--- src/rtl/dii_pkg.sv ---
package dii_pkg;
   localparam int REG_OFF_W = 12;
   localparam logic [REG_OFF_W-1:0] OFF_CHAN_HI  = 12'h080;
   localparam logic [REG_OFF_W-1:0] OFF_INSTR    = 12'h084;
   localparam logic [REG_OFF_W-1:0] OFF_STATUS   = 12'h088;
   localparam logic [REG_OFF_W-1:0] OFF_CHAN_LO  = 12'h08C;
   localparam logic [REG_OFF_W-1:0] OFF_RUNCTL   = 12'h090;

   localparam int ST_PIPE_ADV    = 25;
   localparam int ST_INSTR_EMPTY = 24;
   localparam int ST_TX_FULL     = 29;

   localparam logic [31:0] RUNCTL_CLR_PIPE = 32'h0000_0008;

   localparam logic [31:0] OPC_NOP      = 32'hD503_201F;
   localparam logic [31:0] OPC_TO_CHAN  = 32'hD513_0400;
   localparam logic [31:0] OPC_GET_PC   = 32'hD53B_4520;
   localparam logic [31:0] OPC_GET_PSR  = 32'hD53B_4500;
   localparam logic [31:0] OPC_GET_SP   = 32'h9100_03E0;

   localparam int NUM_GPR = 31;
   localparam int IDX_SP  = 31;
   localparam int IDX_PC  = 32;
   localparam int IDX_PSR = 33;

   typedef enum logic {STEP_INJECT, STEP_FETCH} step_kind_e;
endpackage

--- src/rtl/dii_timer.sv ---
module dii_timer #(
   parameter int TMO_W = 16
) (
   input  logic             clk,
   input  logic             rst_n,
   input  logic             clear,
   input  logic [TMO_W-1:0] limit,
   output logic             expired
);
   localparam logic [TMO_W-1:0] CNT_MAX = '1;

   logic [TMO_W-1:0] cnt_q;

   always_ff @(posedge clk or negedge rst_n) begin
      if (!rst_n)
         cnt_q <= '0;
      else if (clear)
         cnt_q <= '0;
      else if (cnt_q != CNT_MAX)
         cnt_q <= cnt_q + 1'b1;
   end

   assign expired = (cnt_q >= limit);
endmodule

--- src/rtl/dii_seq.sv ---
module dii_seq
   import dii_pkg::*;
#(
   parameter bit PROBE_FIRST = 1'b1,
   parameter int IDX_W       = 6
) (
   input  logic             clk,
   input  logic             rst_n,
   input  logic             start,
   input  logic             start_full,
   input  logic [31:0]      start_opcode,
   input  logic             advance,
   output step_kind_e       kind,
   output logic [31:0]      opcode,
   output logic [IDX_W-1:0] idx,
   output logic             last
);
   localparam logic [5:0] GRP_PC  = 6'(NUM_GPR);
   localparam logic [5:0] GRP_PSR = 6'(NUM_GPR + 1);
   localparam logic [5:0] GRP_SP  = 6'(NUM_GPR + 2);

   logic        full_q, probe_q, probe_init;
   logic [5:0]  grp_q;
   logic [1:0]  ph_q;
   logic [31:0] single_q;

   if (PROBE_FIRST) begin : g_probe
      assign probe_init = 1'b1;
   end else begin : g_no_probe
      assign probe_init = 1'b0;
   end

   always_ff @(posedge clk or negedge rst_n) begin
      if (!rst_n) begin
         full_q   <= 1'b0;
         probe_q  <= 1'b0;
         grp_q    <= '0;
         ph_q     <= 2'd1;
         single_q <= '0;
      end else if (start) begin
         full_q   <= start_full;
         single_q <= start_opcode;
         probe_q  <= start_full & probe_init;
         grp_q    <= '0;
         ph_q     <= 2'd1;
      end else if (advance) begin
         if (probe_q)
            probe_q <= 1'b0;
         else if (ph_q == 2'd2) begin
            grp_q <= grp_q + 6'd1;
            ph_q  <= (grp_q >= GRP_PC - 6'd1) ? 2'd0 : 2'd1;
         end else
            ph_q <= ph_q + 2'd1;
      end
   end

   always_comb begin
      kind   = STEP_INJECT;
      opcode = single_q;
      idx    = '0;
      last   = 1'b0;
      if (!full_q)
         last = 1'b1;
      else if (probe_q)
         opcode = OPC_NOP;
      else begin
         case (ph_q)
            2'd0: opcode = (grp_q == GRP_PC)  ? OPC_GET_PC :
                           (grp_q == GRP_PSR) ? OPC_GET_PSR : OPC_GET_SP;
            2'd1: opcode = OPC_TO_CHAN | ((grp_q < GRP_PC) ? {27'd0, grp_q[4:0]} : 32'd0);
            default: begin
               kind = STEP_FETCH;
               last = (grp_q == GRP_SP);
               if (grp_q < GRP_PC)        idx = IDX_W'(grp_q);
               else if (grp_q == GRP_PC)  idx = IDX_W'(IDX_PC);
               else if (grp_q == GRP_PSR) idx = IDX_W'(IDX_PSR);
               else                       idx = IDX_W'(IDX_SP);
            end
         endcase
      end
   end
endmodule

--- src/rtl/dii_port.sv ---
module dii_port
   import dii_pkg::*;
#(
   parameter int          ADDR_W    = 32,
   parameter logic [63:0] BASE_ADDR = 64'h0
) (
   input  logic              clk,
   input  logic              rst_n,
   input  logic              go,
   input  step_kind_e        kind,
   input  logic [31:0]       opcode,
   input  logic              tmo_expired,
   output logic              tmo_clear,
   output logic              bus_req,
   output logic              bus_we,
   output logic [ADDR_W-1:0] bus_addr,
   output logic [31:0]       bus_wdata,
   input  logic              bus_ack,
   input  logic [31:0]       bus_rdata,
   output logic              step_done,
   output logic              step_err,
   output logic [63:0]       fetched,
   output logic              idle
);
   typedef enum logic [2:0] {
      P_IDLE, P_RUNCTL, P_WAIT_RDY, P_INSTR, P_WAIT_TX, P_HI, P_LO
   } port_state_e;

   localparam logic [ADDR_W-1:0] BASE = ADDR_W'(BASE_ADDR);

   port_state_e st_q;
   logic [31:0] hi_q;
   logic        rdy_ok, tx_ok, polling;

   assign rdy_ok  = !bus_rdata[ST_PIPE_ADV] && bus_rdata[ST_INSTR_EMPTY];
   assign tx_ok   = bus_rdata[ST_TX_FULL];
   assign polling = (st_q == P_WAIT_RDY) || (st_q == P_WAIT_TX);

   always_ff @(posedge clk or negedge rst_n) begin
      if (!rst_n) begin
         st_q <= P_IDLE;
         hi_q <= '0;
      end else begin
         case (st_q)
            P_IDLE:     if (go) st_q <= (kind == STEP_INJECT) ? P_RUNCTL : P_WAIT_TX;
            P_RUNCTL:   if (bus_ack) st_q <= P_WAIT_RDY;
            P_WAIT_RDY: if (bus_ack) begin
                           if (rdy_ok)           st_q <= P_INSTR;
                           else if (tmo_expired) st_q <= P_IDLE;
                        end
            P_INSTR:    if (bus_ack) st_q <= P_IDLE;
            P_WAIT_TX:  if (bus_ack) begin
                           if (tx_ok)            st_q <= P_HI;
                           else if (tmo_expired) st_q <= P_IDLE;
                        end
            P_HI:       if (bus_ack) begin
                           hi_q <= bus_rdata;
                           st_q <= P_LO;
                        end
            P_LO:       if (bus_ack) st_q <= P_IDLE;
            default:    st_q <= P_IDLE;
         endcase
      end
   end

   always_comb begin
      bus_req   = (st_q != P_IDLE);
      bus_we    = (st_q == P_RUNCTL) || (st_q == P_INSTR);
      bus_wdata = (st_q == P_INSTR) ? opcode : RUNCTL_CLR_PIPE;
      case (st_q)
         P_RUNCTL: bus_addr = BASE + ADDR_W'(OFF_RUNCTL);
         P_INSTR:  bus_addr = BASE + ADDR_W'(OFF_INSTR);
         P_HI:     bus_addr = BASE + ADDR_W'(OFF_CHAN_HI);
         P_LO:     bus_addr = BASE + ADDR_W'(OFF_CHAN_LO);
         default:  bus_addr = BASE + ADDR_W'(OFF_STATUS);
      endcase
   end

   assign step_done = bus_ack && ((st_q == P_INSTR) || (st_q == P_LO));
   assign step_err  = bus_ack && tmo_expired &&
                      (((st_q == P_WAIT_RDY) && !rdy_ok) || ((st_q == P_WAIT_TX) && !tx_ok));
   assign fetched   = {hi_q, bus_rdata};
   assign tmo_clear = !polling;
   assign idle      = (st_q == P_IDLE);
endmodule

--- src/rtl/dii_engine.sv ---
module dii_engine
   import dii_pkg::*;
#(
   parameter int          ADDR_W      = 32,
   parameter logic [63:0] BASE_ADDR   = 64'h0,
   parameter int          TMO_W       = 16,
   parameter int          IDX_W       = 6,
   parameter bit          PROBE_FIRST = 1'b1
) (
   input  logic              clk,
   input  logic              rst_n,
   input  logic              cmd_valid,
   output logic              cmd_ready,
   input  logic              cmd_full,
   input  logic [31:0]       cmd_opcode,
   input  logic [TMO_W-1:0]  tmo_limit,
   output logic              bus_req,
   output logic              bus_we,
   output logic [ADDR_W-1:0] bus_addr,
   output logic [31:0]       bus_wdata,
   input  logic              bus_ack,
   input  logic [31:0]       bus_rdata,
   output logic              res_valid,
   output logic [IDX_W-1:0]  res_idx,
   output logic [63:0]       res_data,
   output logic              done,
   output logic              err
);
   if (ADDR_W < REG_OFF_W) begin : g_bad_addr
      $error("dii_engine: ADDR_W must cover the debug register offsets");
   end
   if (IDX_W < 6) begin : g_bad_idx
      $error("dii_engine: IDX_W must hold index 33");
   end
   if (TMO_W < 1) begin : g_bad_tmo
      $error("dii_engine: TMO_W must be positive");
   end

   logic             running_q, fin_q, start, go;
   step_kind_e       kind;
   logic [31:0]      opcode;
   logic [IDX_W-1:0] idx;
   logic             last, step_done, step_err, port_idle, tmo_clear, tmo_expired;
   logic [63:0]      fetched;

   assign cmd_ready = !running_q;
   assign start     = cmd_valid && cmd_ready;
   assign go        = running_q && !fin_q && port_idle;

   dii_seq #(.PROBE_FIRST(PROBE_FIRST), .IDX_W(IDX_W)) u_seq (
      .clk(clk), .rst_n(rst_n), .start(start), .start_full(cmd_full),
      .start_opcode(cmd_opcode), .advance(step_done), .kind(kind),
      .opcode(opcode), .idx(idx), .last(last)
   );

   dii_timer #(.TMO_W(TMO_W)) u_timer (
      .clk(clk), .rst_n(rst_n), .clear(tmo_clear), .limit(tmo_limit),
      .expired(tmo_expired)
   );

   dii_port #(.ADDR_W(ADDR_W), .BASE_ADDR(BASE_ADDR)) u_port (
      .clk(clk), .rst_n(rst_n), .go(go), .kind(kind), .opcode(opcode),
      .tmo_expired(tmo_expired), .tmo_clear(tmo_clear),
      .bus_req(bus_req), .bus_we(bus_we), .bus_addr(bus_addr),
      .bus_wdata(bus_wdata), .bus_ack(bus_ack), .bus_rdata(bus_rdata),
      .step_done(step_done), .step_err(step_err), .fetched(fetched),
      .idle(port_idle)
   );

   always_ff @(posedge clk or negedge rst_n) begin
      if (!rst_n) begin
         running_q <= 1'b0;
         fin_q     <= 1'b0;
         res_valid <= 1'b0;
         res_idx   <= '0;
         res_data  <= '0;
         done      <= 1'b0;
         err       <= 1'b0;
      end else begin
         res_valid <= 1'b0;
         done      <= 1'b0;
         err       <= 1'b0;
         if (start)
            running_q <= 1'b1;
         if (step_err) begin
            running_q <= 1'b0;
            done      <= 1'b1;
            err       <= 1'b1;
         end else if (step_done) begin
            if (kind == STEP_FETCH) begin
               res_valid <= 1'b1;
               res_idx   <= idx;
               res_data  <= fetched;
            end
            if (last)
               fin_q <= 1'b1;
         end
         if (fin_q) begin
            fin_q     <= 1'b0;
            running_q <= 1'b0;
            done      <= 1'b1;
         end
      end
   end
endmodule

--- config.mk ---
export PLATFORM = sky130hd
export DESIGN_NAME = dii_engine
export DESIGN_NICKNAME = d
export VERILOG_FILES = /design/src/rtl/dii_pkg.sv /design/src/rtl/dii_timer.sv /design/src/rtl/dii_seq.sv /design/src/rtl/dii_port.sv /design/src/rtl/dii_engine.sv
export SDC_FILE = /design/constraint.sdc
export NUM_CORES = 1
export LEC_CHECK = 0
export BUFFER_PORTS_ARGS = -buffer_cell sky130_fd_sc_hd__buf_2
export CAP_MARGIN = 20
export CORE_MARGIN = 5
export CORE_UTILIZATION = 44
export CTS_BUF_LIST = sky130_fd_sc_hd__clkbuf_8
export DETAILED_ROUTE_END_ITERATION = 12
export MAX_ROUTING_LAYER = met4
export PLACE_DENSITY_LB_ADDON = 0.05
export SLEW_MARGIN = 10
export SYNTH_ARGS = -nofsm -noshare
export SYNTH_HDL_FRONTEND = slang
export SYNTH_HIERARCHICAL = 1
export SYNTH_SLANG_ARGS = --single-unit
--- constraint.sdc ---
create_clock -name clk -period 3.4 [get_ports clk]
set_input_delay 0.68 -clock clk [delete_from_list [all_inputs] [get_ports clk]]
set_output_delay 0.68 -clock clk [all_outputs]
set_load 0.1 [all_outputs]
==> flow_summary.toml <==
[drt]
drc = 0
avgViaCountPerCell = 5.01
drt_iter0_markers = 333
drtPass1Iterations = 5
wl_per_cell_um = 16.9
drt.antenna.violating_nets = 0
via_count = 5863
wirelength_um = 19800

[floorplan]
die_area_sq_um = 23700
initial_core_util = 0.448
row_count = 52
die-width_um = 154
core_sq_um = 20300
ioPinCount = 225
die_h_um = 154

[worst_setup_path]
startpoint_type = "flop"
slowest_delay_ns = 0.67
path_class = "reg -> out"
cp-end-kind = "output port"
worstPathCellList = "nor2b_1, nand2_1, o211ai_1, and3_1, buf_2"
cp.depth = 5
crit_buf_inv = 1
critical_path.max_fanout = 10
crit_slowest_cell = "nor2b_1"
required_ns = 2.72
cp_top_family = "simple AND/OR/NAND/NOR gates"
rr_worst_depth = 10
worstPathArrival_ns = 2.52

[synth]
synthesis.area_sq_um = 9100
synth_edf_count = 0
async_flop_share = 1.00
yosys_register_bits = 168
synth_top_cell_area_share = 0.459
synth_flop_cell = "dfrtp_1"
synthCells = 740
avgSynthCellArea_sq_um = 12.3
synth.area.top_cells = "dfrtp_1, mux2_4, buf_4"
synth-seq-area-share = 0.462
yosysTopAreaCell = "dfrtp_1"
synth_cell_types = 74
yosysWarnings = 6

[placed_design]
hpwlAfterDp_um = 14000
io_buffers = 195
gp_congestion = 0.832
place_inst = 1138

[clock_network]
cts_tree = "built"
cts.clk_slew.worst_paths_ns = 0.09
cts_max_level = 4
clk_latency_ns = 0.46
postCtsHoldBufs = 0
clock_path_buffers = 2
cts.repair.resized = 0
clkSinkCount = 168
post_cts_buffers = 0
cts-root-buf = "clkbuf_8"
cts_buffers = 17

[sta]
timing.slew.headroom = 0.407
fmax_mhz = 312
hold_viol = 0
fin_crit_sh = 0.942
worst_pin_slew_ns = 0.889
slew_viol_final = 0
period_needed_ns = 3.20
tns_ns = 0
rsz0062_at_grt = "false"
finalSetupViolCount = 0
finClkSkew_ns = 0.0121

[global_routing]
grt_pass1_vias = 6022
antenna_found_initial = 1
grtUsageTotal = 0.172
grt_overflow = 0
grt_max_degree = 59
grt_pass1_wl_um = 32300

[layout]
stdcell_count = 1171
final_nets = 993
area_delta_synth_final_pct = 11.9
mostFrequentLayoutCells = "buf_2, dfrtp_1, mux2_4"
multiInputGateArea_sq_um = 4070
n_fill_cell = 1874
seq_area_sq_um = 4210
layout-drive-gt1-share = 0.432
layout_commonest_cell = "buf_2"

[run]
drv_cap = 0

[pwr]
leakagePower_nw = 5.70
power_density_nw_per_um2 = 858
vdd.ir_drop.worst_v = 0.000509

[min_path]
min_path_type = "in -> async"

[outcome]
outcome = "finished clean"
-- per-stage QoR --
step	power, mW	hold WS [ns]	util	setup WS, ns	area [sq um]
after floorplan	6.70	0.384	-	0.134	9200
after global placement	7.35	0.470	0.483	0.219	9800
after detailed placement	7.41	0.487	0.483	0.172	9800
after CTS	8.83	0.165	0.501	0.130	10200
after global routing	9.19	0.188	0.502	0.00985	10200
final	8.74	0.175	0.502	0.197	10200
-- sequential cells by signal, summed over array words and instances, names as in the netlist --
| name | cells |
|---|---|
| u_seq/ph_q | 2 |
| res_idx | 6 |
| u_timer/cnt_q | 16 |
| res_data | 64 |
| u_seq/single_q | 32 |
| res_valid | 1 |
| running_q | 1 |
| fin_q | 1 |
| u_seq/grp_q | 6 |
| u_port/hi_q | 32 |
| err | 1 |
| u_port/st_q | 3 |
| u_seq/full_q | 1 |
| done | 1 |
| u_seq/probe_q | 1 |
-- final cells by class --
class / instances / area share
sequential: 168 / 0.413
timing repair buffer: 205 / 0.107
inverter: 29 / 0.0107
multi-input combinational: 466 / 0.399
antenna: 1 / 0.000246
clock buffer: 17 / 0.0230
tap: 270 / 0.0332
clock inverter: 15 / 0.0138
-- report_power, final --
part / internal, mW / switching (mW) / total [mW]
Clock: 0.597 / 0.787 / 1.38
Sequential: 2.47 / 0.323 / 2.79
Combinational: 1.14 / 3.42 / 4.56
Total: 4.21 / 4.53 / 8.74
-- per-layer routing --
metal / vias up / wire length, um / global-route usage
li1: 2817 / - / -
met1: 2874 / 9500 / 0.239
met2: 160 / 8900 / 0.254
met3: 12 / 1170 / 0.0467
met4: 0 / 175 / 0.0383
met5: - / 0 / -
-- kinds of logic after synthesis --
family / Yosys count / share of synthesized area
adders and majority gates: 21 / 0.0289
muxes: 141 / 0.215
other: 2 / 0.000825
xor gates and xnor gates: 2 / 0.00192
DFF: 168 / 0.462
AOI/OAI and AO/OA: 99 / 0.0759
buffers and inverters: 133 / 0.103
and+or+nand+nor: 174 / 0.112
-- Yosys cell counts, types with 3 or more instances --
cell	count
dfrtp_1	167
mux2_4	100
buf_4	63
and3_1	35
mux2_2	34
nand2_1	34
a21oi_1	27
inv_1	27
nor2_1	25
ha_1	21
o21ai_0	15
clkbuf_1	13
and2_1	12
nor2b_1	12
nand2b_1	11
nand3_1	11
buf_12	8
buf_2	8
buf_6	7
mux2_1	5
o21a_1	5
o31ai_1	5
or4_1	5
a211oi_1	4
a21o_1	4
a31oi_1	4
buf_1	4
o32a_1	4
or3_1	4
nand3b_1	3
nand4_1	3
o211ai_1	3
o22ai_1	3
o32ai_1	3
-- final timing paths --
path / from / endpoint / slack (ns)
max: u_seq/full_q$_DFFE_PN0P_ / bus_wdata[4] / 0.20
min: rst_n / res_data[45]$_DFFE_PN0P_ / 0.17
max reg2reg: u_timer/cnt_q[0]$_DFFE_PN0P_ / res_data[52]$_DFFE_PN0P_ / 0.50
min reg2reg: res_data[51]$_DFFE_PN0P_ / res_data[51]$_DFFE_PN0P_ / 0.50
max in group asynchronous: rst_n / u_seq/ph_q[0]$_DFFE_PN1P_ / 2.37
min in group clk: cmd_opcode[22] / u_seq/single_q[22]$_DFFE_PN0P_ / 0.45
No activity file was read; power rests on OpenSTA's default activity.
